`src/rtl/fld_seq_pkg.sv`:
```
// Package: shared phase encoding and trigger bit positions for the
// field sequencer. Bit positions are part of the software contract.
package fld_seq_pkg;

    localparam int TRIG_BITS = 5;
    localparam int TB_VSUB   = 0;   // reserved here, no effect on outputs
    localparam int TB_SHUT   = 1;
    localparam int TB_FLASH  = 2;
    localparam int TB_EXPO   = 3;
    localparam int TB_RDOUT  = 4;

    // Field phase held for the current field
    typedef enum logic [1:0] {
        PH_IDLE    = 2'd0,   // preview: gate and clear every field
        PH_EXPO    = 2'd1,   // long exposure field
        PH_RD_GATE = 2'd2,   // first readout field, gate fires
        PH_RD_HOLD = 2'd3    // later readout fields, clear still held off
    } phase_e;

    // Per-field enable bundle produced by the decoder
    typedef struct packed {
        logic gate;
        logic clear;
        logic drive;
        logic busy;
    } fld_en_t;

endpackage

```
`src/rtl/fld_trig_latch.sv`:
```
// Trigger capture.
// Collects trigger writes into a pending word while the sequencer is idle
// and presents it for acceptance at the next field start.
// Assumes: field_stb and trig_wr are single-cycle pulses in the clk domain.
// Writes while busy, or in the cycle of acceptance, are discarded.
module fld_trig_latch
    import fld_seq_pkg::*;
#(
    parameter int TRIG_W = TRIG_BITS
) (
    input  logic              clk,
    input  logic              rst_n,
    input  logic              field_stb,
    input  logic              trig_wr,
    input  logic [TRIG_W-1:0] trig_bits,
    input  logic              seq_idle,
    output logic              accept,
    output logic [TRIG_W-1:0] acc_bits
);

    logic [TRIG_W-1:0] pend_q;
    logic              any_pend;

    // Pending trigger is offered only at a field start while idle
    always_comb begin
        any_pend = |pend_q;
        accept   = field_stb && seq_idle && any_pend;
        acc_bits = pend_q;
    end

    // Accumulate idle-time writes; clear on acceptance
    always_ff @(posedge clk) begin
        if (!rst_n) begin
            pend_q <= '0;
        end else if (accept) begin
            pend_q <= '0;
        end else if (trig_wr && seq_idle) begin
            pend_q <= pend_q | trig_bits;
        end
    end

endmodule

```
`src/rtl/fld_phase_ctrl.sv`:
```
// Phase controller.
// Steps the field phase at every field start: idle, exposure countdown,
// readout gate field, readout hold fields. Lengths and the drive mask are
// captured at acceptance so later register writes cannot disturb a sequence.
// Assumes: accept only pulses together with field_stb while in PH_IDLE.
module fld_phase_ctrl
    import fld_seq_pkg::*;
#(
    parameter int EXPO_W = 12,
    parameter int RD_W   = 3,
    parameter int TRIG_W = TRIG_BITS
) (
    input  logic              clk,
    input  logic              rst_n,
    input  logic              field_stb,
    input  logic              accept,
    input  logic [TRIG_W-1:0] acc_bits,
    input  logic [EXPO_W-1:0] expo_len,
    input  logic [RD_W-1:0]   rdout_len,
    input  logic              drive_mask,
    output phase_e            phase_q,
    output logic              mask_q
);

    localparam int CNT_W = (EXPO_W > RD_W) ? EXPO_W : RD_W;
    localparam logic [CNT_W-1:0] CNT_ONE = CNT_W'(1);

    logic [CNT_W-1:0] cnt_q, cnt_d;
    logic [RD_W-1:0]  rd_len_q, rd_len_d;
    logic             rd_req_q, rd_req_d;
    logic             mask_d;
    phase_e           phase_d;

    logic [CNT_W-1:0] expo_ext, rd_cfg_ext, rd_lat_ext;
    logic             expo_zero, rd_cfg_zero, rd_lat_zero, cnt_zero;

    // Width alignment and zero tests used by the next-state logic
    always_comb begin
        expo_ext    = CNT_W'(expo_len);
        rd_cfg_ext  = CNT_W'(rdout_len);
        rd_lat_ext  = CNT_W'(rd_len_q);
        expo_zero   = (expo_len == '0);
        rd_cfg_zero = (rdout_len == '0);
        rd_lat_zero = (rd_len_q == '0);
        cnt_zero    = (cnt_q == '0);
    end

    // Next phase and remaining-field count at a field start
    always_comb begin
        phase_d  = phase_q;
        cnt_d    = cnt_q;
        rd_len_d = rd_len_q;
        rd_req_d = rd_req_q;
        mask_d   = mask_q;
        if (field_stb) begin
            case (phase_q)
                PH_IDLE: begin
                    if (accept) begin
                        rd_len_d = rdout_len;
                        rd_req_d = acc_bits[TB_RDOUT];
                        mask_d   = drive_mask;
                        if (acc_bits[TB_EXPO] && !expo_zero) begin
                            phase_d = PH_EXPO;
                            cnt_d   = expo_ext - CNT_ONE;
                        end else if (acc_bits[TB_RDOUT] && !rd_cfg_zero) begin
                            phase_d = PH_RD_GATE;
                            cnt_d   = rd_cfg_ext - CNT_ONE;
                        end else begin
                            phase_d = PH_IDLE;
                        end
                    end
                end
                PH_EXPO: begin
                    if (!cnt_zero) begin
                        cnt_d = cnt_q - CNT_ONE;
                    end else if (rd_req_q && !rd_lat_zero) begin
                        phase_d = PH_RD_GATE;
                        cnt_d   = rd_lat_ext - CNT_ONE;
                    end else begin
                        phase_d = PH_IDLE;
                    end
                end
                PH_RD_GATE, PH_RD_HOLD: begin
                    if (!cnt_zero) begin
                        phase_d = PH_RD_HOLD;
                        cnt_d   = cnt_q - CNT_ONE;
                    end else begin
                        phase_d = PH_IDLE;
                    end
                end
                default: phase_d = PH_IDLE;
            endcase
        end
    end

    // Phase, count and captured configuration registers
    always_ff @(posedge clk) begin
        if (!rst_n) begin
            phase_q  <= PH_IDLE;
            cnt_q    <= '0;
            rd_len_q <= '0;
            rd_req_q <= 1'b0;
            mask_q   <= 1'b0;
        end else begin
            phase_q  <= phase_d;
            cnt_q    <= cnt_d;
            rd_len_q <= rd_len_d;
            rd_req_q <= rd_req_d;
            mask_q   <= mask_d;
        end
    end

endmodule

```
`src/rtl/fld_out_decode.sv`:
```
// Output decoder.
// Maps the current phase to per-field enables and holds the shutter and
// flash one-shots for exactly the field in which their bits are accepted.
// Assumes: phase and accept come from the same field-start edge logic.
module fld_out_decode
    import fld_seq_pkg::*;
#(
    parameter int TRIG_W = TRIG_BITS
) (
    input  logic              clk,
    input  logic              rst_n,
    input  logic              field_stb,
    input  logic              accept,
    input  logic [TRIG_W-1:0] acc_bits,
    input  phase_e            phase_q,
    input  logic              mask_q,
    output fld_en_t           en,
    output logic [1:0]        oneshot
);

    localparam int N_SHOT = 2;
    localparam int SHOT_IDX [N_SHOT] = '{TB_SHUT, TB_FLASH};

    // Phase to enable mapping
    always_comb begin
        en = '{gate: 1'b1, clear: 1'b1, drive: 1'b1, busy: 1'b0};
        case (phase_q)
            PH_EXPO:    en = '{gate: 1'b0, clear: 1'b0, drive: !mask_q, busy: 1'b1};
            PH_RD_GATE: en = '{gate: 1'b1, clear: 1'b0, drive: 1'b1,    busy: 1'b1};
            PH_RD_HOLD: en = '{gate: 1'b0, clear: 1'b0, drive: 1'b1,    busy: 1'b1};
            default:    en = '{gate: 1'b1, clear: 1'b1, drive: 1'b1,    busy: 1'b0};
        endcase
    end

    // One register per one-shot, refreshed at every field start
    for (genvar g = 0; g < N_SHOT; g++) begin : g_shot
        logic shot_q;
        always_ff @(posedge clk) begin
            if (!rst_n) begin
                shot_q <= 1'b0;
            end else if (field_stb) begin
                shot_q <= accept && acc_bits[SHOT_IDX[g]];
            end
        end
        assign oneshot[g] = shot_q;
    end

endmodule

```
`src/rtl/fld_expo_seq.sv`:
```
// Field exposure and readout sequencer (top).
// Connects trigger capture, phase control and output decode. All outputs
// change only on the clock edge that samples field_stb.
// Assumes: EXPO_W >= 1, RD_W >= 1, single clock domain.
module fld_expo_seq
    import fld_seq_pkg::*;
#(
    parameter int EXPO_W = 12,
    parameter int RD_W   = 3
) (
    input  logic                 clk,
    input  logic                 rst_n,
    input  logic                 field_stb,
    input  logic                 trig_wr,
    input  logic [TRIG_BITS-1:0] trig_bits,
    input  logic [EXPO_W-1:0]    expo_len,
    input  logic [RD_W-1:0]      rdout_len,
    input  logic                 drive_mask,
    output logic                 gate_en,
    output logic                 clear_en,
    output logic                 drive_en,
    output logic                 busy,
    output logic                 shut_pulse,
    output logic                 flash_pulse
);

    logic                 accept;
    logic [TRIG_BITS-1:0] acc_bits;
    phase_e               phase_q;
    logic                 mask_q;
    logic                 seq_idle;
    fld_en_t              en;
    logic [1:0]           oneshot;

    // Idle indication for trigger capture
    assign seq_idle = (phase_q == PH_IDLE);

    fld_trig_latch #(.TRIG_W(TRIG_BITS)) u_trig (
        .clk       (clk),
        .rst_n     (rst_n),
        .field_stb (field_stb),
        .trig_wr   (trig_wr),
        .trig_bits (trig_bits),
        .seq_idle  (seq_idle),
        .accept    (accept),
        .acc_bits  (acc_bits)
    );

    fld_phase_ctrl #(.EXPO_W(EXPO_W), .RD_W(RD_W), .TRIG_W(TRIG_BITS)) u_phase (
        .clk        (clk),
        .rst_n      (rst_n),
        .field_stb  (field_stb),
        .accept     (accept),
        .acc_bits   (acc_bits),
        .expo_len   (expo_len),
        .rdout_len  (rdout_len),
        .drive_mask (drive_mask),
        .phase_q    (phase_q),
        .mask_q     (mask_q)
    );

    fld_out_decode #(.TRIG_W(TRIG_BITS)) u_dec (
        .clk       (clk),
        .rst_n     (rst_n),
        .field_stb (field_stb),
        .accept    (accept),
        .acc_bits  (acc_bits),
        .phase_q   (phase_q),
        .mask_q    (mask_q),
        .en        (en),
        .oneshot   (oneshot)
    );

    // Port mapping of decoded enables and one-shots
    assign gate_en     = en.gate;
    assign clear_en    = en.clear;
    assign drive_en    = en.drive;
    assign busy        = en.busy;
    assign shut_pulse  = oneshot[0];
    assign flash_pulse = oneshot[1];

endmodule

```
`config.mk`:
```
export PLATFORM = sky130hd
export DESIGN_NAME = fld_expo_seq
export DESIGN_NICKNAME = d
export VERILOG_FILES = /design/src/rtl/fld_seq_pkg.sv /design/src/rtl/fld_trig_latch.sv /design/src/rtl/fld_phase_ctrl.sv /design/src/rtl/fld_out_decode.sv /design/src/rtl/fld_expo_seq.sv
export SDC_FILE = /design/constraint.sdc
export NUM_CORES = 1
export LEC_CHECK = 0
export ABC_AREA = 1
export CAP_MARGIN = 20
export CORE_UTILIZATION = 50
export CTS_BUF_LIST = sky130_fd_sc_hd__clkbuf_4 sky130_fd_sc_hd__clkbuf_8
export CTS_CLUSTER_SIZE = 28
export DETAILED_ROUTE_END_ITERATION = 8
export GPL_TIMING_DRIVEN = 1
export PLACE_DENSITY_LB_ADDON = 0.3
export SLEW_MARGIN = 30
export SYNTH_ARGS = -nofsm -noshare
export SYNTH_HDL_FRONTEND = slang
export SYNTH_SLANG_ARGS = --single-unit
```
`constraint.sdc`:
```
create_clock -name clk -period 1.8 [get_ports clk]
set_input_delay 0.18 -clock clk [delete_from_list [all_inputs] [get_ports clk]]
set_output_delay 0.18 -clock clk [all_outputs]
set_load 0.01 [all_outputs]
```
==> run metrics, run 1 <==
outcome=finished, final reports clean; Hold Path Class=flip-flop to flip-flop; Synth area leaders=dfxtp_1, nand2_1, nor2_1, nand3_1, inv_1; R2R setup slack=0.12 ns; Vias=2252; initial core utilization=52.4%; first-pass GRT wire length=8420 µm; reg2reg end=u_phase.cnt_q[4]; synthesized flop and latch total=26; total wire length=4980 µm; RSZ-0062 raised after global routing=yes; VDD IR max=888 µV; DR DRC count=0; grt total ovfl=0; initial antenna violation count=0; Worst Path Required=1.62 ns; net count after synthesis=380; Filler Cells Inserted=382; hold path cells=2; cell area after layout=2660 µm²; final hold slack=0.453 ns; Area growth syn-to-layout=26.0%; Yosys Warn Count=0; crit-path max FO=15; max_slew headroom=77.7%; Syn Area/Cell=6.08 µm²; dpl hpwl=4000 µm; full die area=4480 µm²; H-tree depth=1; Clock Skew=0.00686 ns; layout cell share with drive strength beyond 1=13.7%; crit share post-route=96.3%; worst-margin pin slew=0.331 ns; max-cap viol count=0; power density over the cells=1960 nW/µm²; crit-path most repeated cell=inv_4; Clock Path Buffers=2; WS Path Type=flip-flop to output pin; post-synthesis cell type count=32; Final GP Congestion=0.875; I/O pin cnt=31; TritonRoute pass-1 iters=4; vias per cell=5.06; critical path, cell by cell=inv_4, nand2_8, inv_4, clkdlybuf4s50_1; Worst-path clk slew=0.09 ns; DRT antenna net count=0; Post-layout nets=429; Critical Path AT=1.55 ns; largest net degree at the start of global routing=16; minimum clock period=1.73 ns; Antenna Diode Count=0; post-synth top area share=24.7%; Slew Limit Fails=0; setup violators final=0; WL per Instance=11.2 µm; total core area=4030 µm²; port buffer count=30; Layout Utilization=66.0%; Layout Cells excl Fill=445; Row Count=23; Die X=67.0 µm; global-route usage over all layers=24.6%; critical path's top delay family=buffers and inverters; die height=67.0 µm; number of global-route vias before repair=2022; Leak Pwr=0.00129 µW; Root Driver=clkbuf_8; Hold EP=u_trig.acc_bits[0]; Synth Instances=347; DP Area=2580 µm²; # Post-CTS Setup Buffers=0; cell accounting for the most synthesized area=dfxtp_1; CTS tree=done; slowest CP cell=clkdlybuf4s50_1; sequential cell area fraction in the yosys report=24.7%; reg2reg start=u_phase.cnt_q[0]; CP Buf/Inv Count=3; mapped cell area=2110 µm²; CP startpoint kind=flip-flop; DR iter-0 viols=144; CP Capture Type=output pin; Hold Startpoint=u_trig.acc_bits[0]; clock sink count=26; clk_lat worst skew=0.27 ns; Worst path max stage delay=0.56 ns; fmax=577 MHz; R2R cell count=11; final hold vios=0; Cell Count Post-Placement=441; number of CTS-inserted buffers=3
## through the flow
| step | TNS, ns | worst slack (ns) | power [µW] |
|---|---|---|---|
| floorplan | 0 | 0.348 | 3810 |
| global placement | -1.02 | -0.116 | 4570 |
| detailed placement | -1.68 | -0.193 | 4650 |
| CTS | 0 | 0.00914 | 5200 |
| global route | -0.00403 | -0.00403 | 5720 |
| finish | 0 | 0.0672 | 5220 |
## where the power goes
part	internal (µW)	total (µW)	leakage, µW	switching (µW)
Sequential	813	1030	0.000213	220
Clock	298	484	0.0000357	186
Combinational	1370	3710	0.00104	2330
## registers in the layout (all words and copies together), names as in the netlist
| signal | count |
|---|---|
| u_phase.mask_q | 1 |
| u_phase.phase_q | 2 |
| u_phase.cnt_q | 12 |
| u_trig.acc_bits | 5 |
| u_phase.rd_len_q | 3 |
| u_phase.rd_req_q | 1 |
| u_dec.g_shot.shot_q | 2 |
## cell families after synthesis
| kind of cell | count (synthesis) | synth area share, % |
|---|---|---|
| flops | 26 | 24.7 |
| fa+ha+maj | 8 | 4.75 |
| simple gates | 210 | 46.4 |
| compound gates | 43 | 10.5 |
| xor+xnor | 9 | 3.74 |
| buf+inv | 51 | 9.91 |
## how the worst max path moves through the flow
stage                       startpoint          endpoint  slack [ns]  cells after the start
finish              u_phase.phase_q[1]          clear_en        0.07                      4
global route              rdout_len[0]  u_phase.cnt_q[4]      -0.004                     12
CTS                 u_phase.phase_q[1]          clear_en       0.009                      4
detailed placement        rdout_len[0]  u_phase.cnt_q[4]       -0.19                     12
global placement          rdout_len[0]  u_phase.cnt_q[6]       -0.12                     12
floorplan             u_phase.cnt_q[0]  u_phase.cnt_q[9]        0.35                     10
## final cells by class
cell class              count  area, µm²  area share, %
repair buffers             49        443           16.7
well taps                  50       62.6           2.35
inverters                  46        178           6.68
clock buffers               3       41.3           1.55
multi-input cells         270       1380           52.0
flip-flops and latches     26        522           19.6
clock inverters             1       30.0           1.13
## synthesized netlist by cell type
cell / count
nand2_1: 98
nor2_1: 46
inv_1: 42
nand3_1: 33
dfxtp_1: 26
a21oi_1: 20
o21ai_1: 11
o21ai_0: 10
ha_1: 8
nor2_2: 7
xor2_1: 6
nor2_4: 5
nand2_2: 4
nand4_1: 4
inv_2: 3
nand2_4: 3
nor3_1: 3
xnor2_1: 3
buf_2: 2
a21oi_2: 1
buf_4: 1
buf_6: 1
clkbuf_2: 1
inv_4: 1
nand2_8: 1
nand3_2: 1
nand3_4: 1
nand3b_1: 1
nor3b_1: 1
o211ai_1: 1
or2_1: 1
or2_2: 1
## layer usage
layer / GRT usage, % / wire [µm] / vias to the layer above
met3: 3.08 / 258 / 12
li1: - / - / 1195
met1: 32.9 / 2360 / 974
met5: 0 / 0 / -
met4: 10.4 / 88 / 0
met2: 39.4 / 2270 / 71
## layout by cell type (no fill, tap or decap), drive strengths merged
cell,n
nand2,106
nor2,58
inv,46
nand3,35
clkdlybuf4s50,30
dfxtp,26
a21oi,21
o21ai,21
buf,19
ha,8
xor2,6
nand4,4
nor3,3
xnor2,3
clkbuf,3
or2,2
nor3b,1
nand3b,1
o211ai,1
bufinv,1
## repair_timing
action | in CTS | in global routing
endpoints found under the setup margin | 1 | 10
pin swaps | 0 | 1
hold endpoints to repair | 0 | 0
resized for setup | 1 | 3
hold buffers | 0 | 0
## worst register-to-register path: cells and delay by family, from the launching register on
family        cells  cell delay [ns]
simple gates      9             0.96
flops             1             0.36
fa+ha+maj         1             0.16
buf+inv           1             0.12
Note: power is estimated with default switching activity, not from simulation.
==> run 2: changes to the inputs <==
--- a/config.mk
+++ b/config.mk
@@ -16,4 +16,5 @@
 export SLEW_MARGIN = 30
 export SYNTH_ARGS = -nofsm -noshare
 export SYNTH_HDL_FRONTEND = slang
+export SYNTH_HIERARCHICAL = 1
 export SYNTH_SLANG_ARGS = --single-unit
==> constraint.sdc (replaced) <==
create_clock -name clk -period 1.8 [get_ports clk]
set_input_delay 0.54 -clock clk [delete_from_list [all_inputs] [get_ports clk]]
set_output_delay 0.54 -clock clk [all_outputs]
set_load 0.01 [all_outputs]
==> run 2 against run 1 <==
Combinational power down 56%. Synthesized cell count up 0.58%. Cell count up 7.2%. Critical endpoint is now u_phase/cnt_q[3]. Worst hold slack better by 0.022 ns. Power down 45%. Non-clock buffer count up 29. Critical path depth up 7. Utilization up 9.2 points.
==> run metrics, run 2 <==
Vias=2478 (was 2252); total wire length=6140 µm (was 4980 µm); Antenna Diode Count=0 (unchanged); Final GP Congestion=0.912 (was 0.875); minimum clock period=1.76 ns (was 1.73 ns); setup TNS=0 ns (unchanged); number of global-route vias before repair=2279 (was 2022); power after layout=2880 µW (was 5220 µW); critical path, cell by cell=clkdlybuf4s50_1, inv_2, nand2_2, nor2_4, nand2_4, nand2_4, nand2_1, nand3_1, a21oi_1, nand2_1, inv_1 (was inv_4, nand2_8, inv_4, clkdlybuf4s50_1); I/O pin cnt=31 (unchanged); mapped cell area=2130 µm² (was 2110 µm²); Worst-path clk slew=0.10 ns (was 0.09 ns); pre-CTS setup slack=-0.560 ns (was -0.193 ns); Synth Area in Simple Gates=45.3% (was 46.4%); clk_lat worst skew=0.29 ns (was 0.27 ns); Synth area leaders=dfxtp_1, nand2_1, nor2_1, nand3_1, inv_1 (unchanged); slowest CP cell=clkdlybuf4s50_1 (unchanged); Sequential Power Share=25.4% (was 19.8%); Root Driver=clkbuf_8 (unchanged); Row Count=23 (unchanged); Leak Pwr=0.00157 µW (was 0.00129 µW); post-synthesis adder-cell area fraction=4.10% (was 4.74%); Post-synth EDFFs=0 (unchanged); largest net degree at the start of global routing=21 (was 16); ys flop type=dfxtp_1 (unchanged); DRT antenna net count=0 (unchanged); most common cell in the netlist=nand2_1 (unchanged); Largest Register=u_phase/cnt_q (was u_phase.cnt_q); post-synth top area share=24.4% (was 24.7%); total core area=4060 µm² (was 4030 µm²); Pint=1610 µW (was 2480 µW); Hold Path Class=flip-flop to flip-flop (unchanged); R2R setup slack=0.07 ns (was 0.12 ns); Yosys Warn Count=6 (was 0); cell accounting for the most synthesized area=dfxtp_1 (unchanged); first-pass GRT wire length=9450 µm (was 8420 µm); main combinational cell family by area after synthesis=simple AND/OR/NAND/NOR gates (unchanged); port buffer count=30 (unchanged); setup violators final=0 (unchanged); M1 GR Usage=29.6% (was 32.9%); clock share of power=17.8% (was 9.3%); dpl hpwl=4320 µm (was 4000 µm); post-synthesis compound-gate area fraction=10.9% (was 10.5%); sequential cell area fraction in the yosys report=24.4% (was 24.7%); WL per Instance=12.9 µm (was 11.2 µm); Clock Path Buffers=2 (unchanged); DR iter-0 viols=169 (was 144); most common cell after layout, fill and taps aside=nand2_1 (unchanged); max-cap viol count=0 (unchanged); clock sink count=26 (unchanged); initial core utilization=52.6% (was 52.4%); CP Capture Type=flip-flop (was output pin); synthesized flop and latch total=26 (unchanged); number of CTS-inserted buffers=3 (unchanged); Worst Path Required=2.00 ns (was 1.62 ns); outcome=finished, final reports clean (unchanged); VDD IR max=487 µV (was 888 µV); final setup margin=0.0413 ns (was 0.0672 ns); Area growth syn-to-layout=43.0% (was 26.0%); XOR/XNOR share of the synthesized area=5.33% (was 3.74%); Comb power frac=56.8% (was 70.9%); CTS Hold Bufs=0 (unchanged); CP Buf/Inv Count=3 (unchanged); Post-layout nets=460 (was 429); full die area=4530 µm² (was 4480 µm²); most frequent cells in the layout=nand2_1, nor2_1, buf_4, inv_1, nand3_1 (was nand2_1, nor2_1, inv_1, nand3_1, clkdlybuf4s50_1); Clock Skew=0.00451 ns (was 0.00686 ns); max reg flops=12 (unchanged); Die X=67.3 µm (was 67.0 µm); Async S/R FF share, synth=0% (unchanged); critical path's top delay family=simple AND/OR/NAND/NOR gates (was buffers and inverters); power density over the cells=943 nW/µm² (was 1960 nW/µm²); WS Path Type=input port to flip-flop (was flip-flop to output pin); M2 GR Usage=54.1% (was 39.4%); net count after synthesis=381 (was 380); DR DRC count=0 (unchanged); vias per cell=5.19 (was 5.06); Slew Limit Fails=0 (unchanged); Synth top cells by count=nand2_1, nor2_1, inv_1 (unchanged); worst-margin pin slew=0.402 ns (was 0.331 ns); RSZ-0062 raised after global routing=yes (unchanged); CTS tree=done (unchanged); initial antenna violation count=0 (unchanged); post-synthesis cell type count=32 (unchanged); Synth Instances=349 (was 347); global-route usage over all layers=27.9% (was 24.6%); Syn Area/Cell=6.12 µm² (was 6.08 µm²); final hold vios=0 (unchanged); fraction of synthesized area in multiplexers=0% (unchanged); max_slew headroom=73.0% (was 77.7%); P_sw=1270 µW (was 2740 µW); die height=67.3 µm (was 67.0 µm); CP startpoint kind=input port (was flip-flop); grt total ovfl=0 (unchanged); fmax=569 MHz (was 577 MHz); Switching Fraction=44.1% (was 52.4%); H-tree depth=1 (unchanged); crit-path max FO=8 (was 15); Worst path max stage delay=0.44 ns (was 0.56 ns); crit share post-route=97.7% (was 96.3%); GR Util met3=3.72% (was 3.08%); busiest grt layer=met2 (unchanged); layout cell share with drive strength beyond 1=26.9% (was 13.7%); TritonRoute pass-1 iters=4 (unchanged); Critical Path AT=1.96 ns (was 1.55 ns)
run 2: metal layers:
metal	up-vias	wire length (µm)	share of wire, %
met5	-	0	0
met4	0	163	2.7
met3	14	298	4.9
met2	83	3180	52
met1	1120	2500	41
li1	1261	-	-
run 2: final cells by class:
type,count,area [µm²]
clock buffer,3,41.3
timing repair buffer,78,681
clock inverter,1,30.0
multi-input combinational,271,1530
fill,321,1000
tap,50,62.6
sequential,26,531
inverter,48,183
run 2: power groups by stage:
stage | clock (µW) | sequential (µW) | combinational [µW]
2_1_floorplan | 0 | 723 | 1040
3_3_place_gp | 0 | 735 | 1410
3_5_place_dp | 0 | 740 | 1440
4_1_cts | 507 | 721 | 1510
5_1_grt | 536 | 740 | 1790
6_report | 512 | 731 | 1640
run 2: worst register-to-register path: stages (launching register included):
cell,delay (ns)
dfxtp_4,0.36
buf_4,0.16
nor2_4,0.11
nand2_1,0.06
inv_2,0.05
nand2_2,0.05
inv_2,0.07
nand2_2,0.06
nand2_2,0.08
nand2_2,0.07
nor2_4,0.20
nand3_4,0.17
nor2_2,0.15
nor2_1,0.05
run 2: logic make-up after synthesis:
family,count (synthesis)
simple gates,211
buf+inv,52
compound gates,40
flops,26
xor+xnor,13
fa+ha+maj,7
run 2: timing repair:
action,in CTS,in global routing
cloned,0,0
pin swaps,14,16
endpoints found under the setup margin,17,17
setup buffers,9,1
resized for setup,33,34
run 2: worst paths after layout:
kind / to / cells after the start / from
setup reg to reg: u_phase/cnt_q[9] / 13 / u_phase/phase_q[0]
hold reg to reg: u_dec/g_shot[0].shot_q / 2 / u_dec/g_shot[0].shot_q
hold / removal: u_dec/g_shot[0].shot_q / 2 / u_dec/g_shot[0].shot_q
setup / recovery: u_phase/cnt_q[3] / 11 / expo_len[8]
run 2: through the flow:
step | cell area, µm² | hold WS [ns] | cells | util (%)
4_1_cts | 2950 | 0.476 | 476 | 72.8
6_report | 3050 | 0.475 | 477 | 75.2
5_1_grt | 3050 | 0.509 | 477 | 75.2
3_3_place_gp | 2770 | 0.456 | 463 | 68.1
3_5_place_dp | 2770 | 0.459 | 463 | 68.1
2_1_floorplan | 2130 | 0.440 | 349 | -
==> run 3: changes to the inputs <==
--- a/config.mk
+++ b/config.mk
@@ -7,8 +7,10 @@
 export LEC_CHECK = 0
 export ABC_AREA = 1
 export CAP_MARGIN = 20
+export CORE_MARGIN = 1
 export CORE_UTILIZATION = 50
 export CTS_BUF_LIST = sky130_fd_sc_hd__clkbuf_4 sky130_fd_sc_hd__clkbuf_8
+export CTS_CLUSTER_DIAMETER = 200
 export CTS_CLUSTER_SIZE = 28
 export DETAILED_ROUTE_END_ITERATION = 8
 export GPL_TIMING_DRIVEN = 1
==> results of run 3 <==
Same layout as run 2: the final DEF is identical, and so are final timing and power.
